**src/rtl/keyed_rst_ctl.sv**
```systemverilog
module keyed_rst_ctl #(
  parameter logic [15:0] WR_KEY  = 16'h05FA,
  parameter logic [15:0] RD_SIG  = 16'hFA05,
  parameter bit          BIG_END = 1'b0
) (
  input  logic        clk,
  input  logic        por_n,
  input  logic        warm_rst,
  input  logic        wr_en,
  input  logic [31:0] wdata,
  output logic [31:0] rdata,
  output logic [2:0]  grp,
  output logic [7:0]  pre_mask,
  output logic        sys_rst_req,
  output logic        clr_active,
  output logic        local_rst
);
  localparam int GRP_W  = 3;
  localparam int PRIO_W = 1 << GRP_W;

  logic             accept;
  logic [GRP_W-1:0] grp_q;
  logic             req_q, clr_q, lrst_q;
  logic             unused_bits;

  assign accept      = wr_en && !warm_rst && (wdata[31:16] == WR_KEY);
  assign unused_bits = ^{wdata[15:11], wdata[7:3]};

  always_ff @(posedge clk or negedge por_n) begin
    if (!por_n)
      grp_q <= '0;
    else if (accept)
      grp_q <= wdata[10:8];
  end

  always_ff @(posedge clk or negedge por_n) begin
    if (!por_n) begin
      req_q  <= 1'b0;
      clr_q  <= 1'b0;
      lrst_q <= 1'b0;
    end else if (warm_rst) begin
      req_q  <= 1'b0;
      clr_q  <= 1'b0;
      lrst_q <= 1'b0;
    end else begin
      req_q  <= req_q | (accept & wdata[2]);
      clr_q  <= accept & wdata[1];
      lrst_q <= accept & wdata[0];
    end
  end

  for (genvar i = 0; i < PRIO_W; i++) begin : g_mask
    assign pre_mask[i] = (GRP_W'(i) > grp_q);
  end

  assign grp         = grp_q;
  assign sys_rst_req = req_q;
  assign clr_active  = clr_q;
  assign local_rst   = lrst_q;
  assign rdata       = {RD_SIG, BIG_END, 4'b0, grp_q, 5'b0, req_q, 2'b0};
endmodule


```
**config.mk**
```make
export PLATFORM = sky130hd
export DESIGN_NAME = keyed_rst_ctl
export DESIGN_NICKNAME = d
export VERILOG_FILES = /design/src/rtl/keyed_rst_ctl.sv
export SDC_FILE = /design/constraint.sdc
export NUM_CORES = 1
export LEC_CHECK = 0
export CORE_MARGIN = 2
export CORE_UTILIZATION = 23
export CTS_CLUSTER_DIAMETER = 40
export DETAILED_ROUTE_END_ITERATION = 8
export PLACE_DENSITY = 0.78
export SYNTH_ARGS = -nofsm -noshare
export SYNTH_HDL_FRONTEND = slang
export SYNTH_SLANG_ARGS = --single-unit
```
**constraint.sdc**
```tcl
create_clock -name clk -period 1.05 [get_ports clk]
set_input_delay 0.105 -clock clk [delete_from_list [all_inputs] [get_ports clk]]
set_output_delay 0.105 -clock clk [all_outputs]
set_load 0.01 [all_outputs]
```
# Yosys cells after proc, flatten, opt, wreduce, memory -nomap -nowiden
# Cells that the tools add are included.
# totals
out_inout_bits,46
word_cells,23
register_bits,6
in_bits,36
# classes
n_reduce_logical,3
n_lt_le_gt_ge,8
n_mux,3
n_bitwise,4
n_eq_ne,1
# ops
operator,count
== test 16 x 11 -> 1 bit (second input constant),1
greater-than comparator 3 bit (first input constant),4
greater-than comparator 1 x 3 -> 1 bit (first input constant),2
greater-than comparator 2 x 3 -> 1 bit (first input constant),2
AND 1 bit,3
two-way mux 1 bit,3
logical AND 1 bit,2
logical NOT 1 bit,1
bitwise OR 1 bit,1

# Longest topological paths before layout
# Gate-level depths: netlist of run 1.
# depth
ltp_word,6
ltp_mapped,4
depth_no_buf,4

# Least setup slack after synthesis of run 1
# No wires, ideal clock.
# synth_path
kind,input-to-reg
start,input port wdata[18]
end,"register grp_q[0], in the netlist grp[0]"
setup_ps,125
arrival_time_ps,1306
required_time_ps,925
path_buffers,0
cell_stages,4
path_slack_ps,-381
path_cell_list,nand4bb_1 > or4_4 > nor3_4 > mux2_2
# synth_via
elab_chain_cells,2
# synth_rtl
element,line,rtl
"start, declared",10,"input logic [31:0] wdata,"
== test 16 x 11 -> 1 bit,26,assign accept = wr_en && !warm_rst && (wdata[31:16] == WR_KEY);
logical AND 1 bit,26,
"end signal, assigned",33,grp_q <= wdata[10:8];
"end, declared",22,logic [GRP_W-1:0] grp_q;
# No other way between the ends.
# A chain may end at the register's enable or synchronous reset.

# Final worst setup path of run 1
# layout_path
start,input port wdata[26]
end,"register grp_q[0], in the netlist grp[0]"
# The elaborated chain is that of the path after synthesis.

==> results of run 1 <==
report_power, final:
part | switching, mW | internal [mW]
registers | 0.0000350 | 0.232
clock network | 0.0705 | 0.128
logic | 0.0686 | 0.0730
final timing paths:
check | startpoint | endpoint | slack (ns) | depth (start not counted)
worst min-delay path | por_n | local_rst | 0.11 | 1
worst min register to register | sys_rst_req | sys_rst_req | 0.61 | 2
worst max register to register | grp[0] | grp[0] | -0.10 | 4
max in group asynchronous | por_n | grp[1] | 0.70 | 1
min in group clk | warm_rst | sys_rst_req | 0.28 | 4
worst max-delay path | wdata[26] | grp[0] | -0.20 | 4
cell families (layout without fill, tap and decap cells):
| family | after synthesis | count (layout) | synth area share |
|---|---|---|---|
| mux | 3 | 3 | 0.0597 |
| simple gates | 13 | 13 | 0.177 |
| other cells | 2 | 29 | 0.0133 |
| compound gates | 3 | 3 | 0.0332 |
| buf+inv | 35 | 61 | 0.451 |
| flops | 6 | 6 | 0.265 |
layer usage:
layer  track usage  vias to the layer above  routed length, um
li1              -                      250                  -
met1        0.0974                      234                467
met2         0.228                       46                891
met3        0.0667                        2                193
met4        0.0342                        0                 19
met5             0                        -                  0
critical path, delay by kind of cell:
kind / cells / cell delay (ns)
AND/OR/NAND/NOR: 2 / 0.47
buffers and inverters: 1 / 0.45
multiplexers: 1 / 0.33
final cells by class:
class,count,share of cell area
clock buffers,3,0.0215
inverters,2,0.00717
multi-input cells,48,0.302
flip-flops and latches,6,0.147
well taps,28,0.0335
repair buffers,56,0.489
flip-flops by register name, indices dropped and copies added (netlist names):
name / cells
grp: 3
sys_rst_req: 1
clr_active: 1
local_rst: 1
what timing repair did:
item                       CTS  global route
setup buffers               11             3
resized for setup          118            22
pin swaps                    8             6
hold buffers                 0             0
setup endpoints to repair   23            20
cell usage in the layout (no fill, tap or decap):
cell type	instances
conb_1	29
buf_6	21
clkdlybuf4s50_1	9
clkbuf_2	7
buf_2	6
buf_4	5
clkdlybuf4s15_1	4
mux2_4	3
clkbuf_4	3
dfrtp_1	3
dfrtp_2	3
or4_4	2
and2_2	2
dlymetal6s2s_1	2
dlygate4sd2_1	2
nand2_4	1
nand3_4	1
nor3_2	1
nor2_4	1
a21oi_2	1
inv_2	1
o21ai_2	1
nand4_1	1
nand4bb_1	1
nand4b_1	1
nor3_4	1
inv_1	1
nor2b_1	1
a31o_2	1
through the flow:
step	cell area, um2	setup WS (ns)	util	hold slack, ns	std cells
5_1_grt	1050	-0.231	0.460	0.114	143
4_1_cts	1040	-0.259	0.455	0.110	143
6_report	1050	-0.203	0.460	0.110	143
3_5_place_dp	916	-0.813	0.402	0.371	131
3_3_place_gp	916	-0.758	0.402	0.359	131
2_1_floorplan	671	-0.323	-	-0.191	89
==> flow_summary.ini, run 1 <==
[timing]
drv_slew = 0
rsz0062_at_grt = yes
post-route-min-period_ns = 1.25
fin_ws_ns = -0.203
fin_skew_ns = 0
finalSetupTns_ns = -1.65
fmax_ghz = 0.798
hold_viol = 0
fin_crit_sh = 1.19
finalSetupViolations = 14

[finish]
syn2layout_area_growth_pct = 85.2
drive_gt1_frac = 0.530
antenna_cells = 0
seqCellArea_um2 = 154
multi_input_area_um2 = 317
fillerInstances = 234
finalNetCount = 153

[setup_path]
startpoint_type = primary input
worst-endpoint-required_ns = 1.16
crit_type = primary input to register
critical_path_arrival_ns = 1.37
slowest_delay_ns = 0.45
crit_chain = clkdlybuf4s50_1 > nand4b_1 > nor3_4 > mux2_4
critPathSlowestCell = clkdlybuf4s50_1
crit_fanout = 4
endpoint_kind = register

[clock_network]
cts_buffer_depth = 2
clk_pin_slew_worst_paths_ns = 0.04
cts_max_level = 1
cts.root.buffer_cell = clkbuf_4
cts.sinks = 6
clkLatencyLatePin_ns = 0.23
cts_made_buffers = 3
cts_tree = yes

[status]
violations = negative setup slack
status = complete, but fails checks

[global_route]
grt_pass1_wl_mm = 2.32
grt_usage = 0.117
overflow = 0
grt_pass1_vias = 509
grt_max_degree = 7
antenna_found_initial = 0

[yosys]
synth_area_leaders = buf_4 44%, dfrtp_1 27%, mux2_2 6.0%
synth.avg_cell_area_um2 = 9.12
synth-seq-area-share = 0.265
synth_edf_count = 0
yosysUniqueCellTypes = 20
ys.flop_type = dfrtp_1
syn_area_um2 = 566
yosysMostFrequentCell = buf_4
yosysTopAreaCellShare = 0.438
synthCells = 62
async_flop_share = 1.00
synth_seq_cells = 6
synth_area_leader_cell = buf_4
ys.warnings.count = 0
yosys-top-cells-count = 33 x buf_4, 6 x dfrtp_1, 3 x mux2_2

[routing]
firstDrtPassIters = 1
wirelength_mm = 1.57
wl_per_cell_um = 11.0
antenna_left = 0
via_per_inst = 3.72
drc = 0
dr_total_vias = 532
drt_iter0_drc = 0

[power]
total_power_uw = 573
p_per_area_nw_per_um2 = 547
ir_drop_uv = 520
p_leak_nw = 0.573

[floorplan]
core_um2 = 2280
start_util = 0.248
die_h_um = 53.6
dieArea_um2 = 2870
row_count = 17
io_pins = 82
die_w_um = 53.6

[flow_run]
cap_violations = 0

[placed_design]
io_buffer_count = 42
gp_congestion = 0.626
hpwl_mm = 1.13

[min_path]
hold_path_class = primary input to asynchronous set/reset pin
Power figures use the tool's default switching activity.
==> run 2: changes to the inputs <==
GPL_ROUTABILITY_DRIVEN = 0   (was not set)
==> results of run 2 <==
Same layout as run 1: the final DEF is identical, and so are final timing and power.
==> run 3: changes to the inputs <==
GPL_ROUTABILITY_DRIVEN = not set   (was 0)
GPL_TIMING_DRIVEN = 0   (was not set)
==> run 3 against run 2 <==
Net effect:
- the flow still finishes with violations (negative setup slack)
- global-route usage rose by 0.63 points
- register-to-register slack improved by 0.07 ns
- count of clock-buffer cells in the layout did not move
- via count rose by 16%
- largest power group unchanged
==> flow_summary.ini, run 3 (same netlist as run 1, synthesis figures left out) <==
[status]
status = complete, but fails checks
violations = negative setup slack

[clock_network]
cts.sinks = 6
clkLatencyLatePin_ns = 0.24
cts.root.buffer_cell = clkbuf_4
cts_tree = yes
clk_pin_slew_worst_paths_ns = 0.04
cts_made_buffers = 3
holdBufCountCts = 0
cts_max_level = 1
cts_buffer_depth = 2

[finish]
syn2layout_area_growth_pct = 127
antenna_cells = 0
drive_gt1_frac = 0.637
finalNetCount = 184
post-route-util = 0.564
largest_reg_flops = 3
layout_commonest_cell = buf_4
layout_common_cells = 32 x buf_4, 29 x conb_1, 26 x buf_6
fillerInstances = 205
multi_input_area_um2 = 307
seqCellArea_um2 = 154

[routing]
via_per_inst = 3.54
firstDrtPassIters = 2
wirelength_mm = 1.72
antenna_left = 0
drc = 0
wl_per_cell_um = 9.86
dr_total_vias = 616
drt_iter0_drc = 2

[placed_design]
gp_congestion = 0.640
preCtsSetupSlack_ns = -0.876
hpwl_mm = 1.33
io_buffer_count = 42

[setup_path]
critical_path_arrival_ns = 1.40
endpoint_kind = register
critPathTopFamily = simple AND/OR/NAND/NOR gates
slowest_delay_ns = 0.54
path_buf_inv = 1
crit_type = primary input to register
startpoint_type = primary input
crit_chain = clkbuf_2 > or4_4 > nor3_4 > mux2_4
crit_fanout = 4
critPathSlowestCell = or4_4
worst-endpoint-required_ns = 1.17

[floorplan]
die_h_um = 53.6
io_pins = 82
die_w_um = 53.6
start_util = 0.248
dieArea_um2 = 2870
row_count = 17
core_um2 = 2280

[power]
p_clk_frac = 0.310
p_seq_frac = 0.352
p_per_area_nw_per_um2 = 513
ir_drop_uv = 464
power.switching_uw = 160
p_int_uw = 499
p_leak_nw = 0.729
switching_share = 0.242
combPwrFrac = 0.338

[timing]
fin_crit_sh = 1.22
hold_viol = 0
drv_slew = 0
rsz0062_at_grt = yes
post-route-min-period_ns = 1.28
finalSetupViolations = 15
fin_skew_ns = 0
finalSetupTns_ns = -1.88
fin_ws_ns = -0.228
fmax_ghz = 0.782

[global_route]
antenna_found_initial = 0
grt_usage = 0.123
grt_pass1_wl_mm = 2.34
grt_pass1_vias = 544
overflow = 0
grt_max_degree = 8

[min_path]
hold_path_class = primary input to asynchronous set/reset pin

[flow_run]
cap_violations = 0
-- run 3: cell count changes in the layout (fill, tap and decap cells not counted), moves of 2 or more --
| cell | before | now |
|---|---|---|
| buf_4 | 5 | 32 |
| buf_6 | 21 | 26 |
| and2_2 | 2 | 0 |
| and2_4 | 0 | 2 |
| clkdlybuf4s15_1 | 4 | 2 |
-- run 3: what timing repair did --
action | CTS | global route
hold endpoints to repair | 0 | 0
pin swaps | 8 | 9
setup buffers | 12 | 2
endpoints found under the setup margin | 23 | 20
resized for setup | 127 | 23
-- run 3: worst paths after layout --
path,from,end,slack [ns],cells after the start
worst max-delay path,wdata[31],grp[1],-0.23,4
worst min-delay path,por_n,sys_rst_req,0.11,1
worst max register to register,grp[1],grp[1],-0.03,3
worst min register to register,grp[0],grp[0],0.65,1
max in group asynchronous,por_n,grp[2],0.69,1
min in group clk,warm_rst,sys_rst_req,0.19,3
-- run 3: final cells by class --
class / instances / share of cell area
repair buffers: 55 / 0.395
multi-input cells: 48 / 0.239
inverters: 2 / 0.00585
clock buffers: 3 / 0.0175
well taps: 28 / 0.0273
plain buffers: 32 / 0.196
flip-flops and latches: 6 / 0.120
-- run 3: per-stage QoR --
stage	std cells	total power [mW]	hold WS [ns]	cell area, um2
CTS	173	0.677	0.108	1260
finish	174	0.659	0.113	1280
detailed placement	159	0.467	0.375	1130
global route	174	0.727	0.112	1280
floorplan	89	0.368	-0.191	671
global placement	159	0.464	0.360	1130
-- run 3: power groups by stage --
stage	registers, mW	clock network (mW)	logic [mW]
global placement	0.236	0	0.228
floorplan	0.236	0	0.133
global route	0.232	0.249	0.246
detailed placement	0.236	0	0.232
finish	0.232	0.204	0.223
CTS	0.232	0.224	0.221
-- run 3: metal layers --
metal  part of all wire  track usage  up-vias
li1                   -            -      312
met1               0.29       0.0869      252
met2               0.56        0.249       48
met3               0.13       0.0667        4
met4              0.023       0.0641        0
met5                  0            0        -
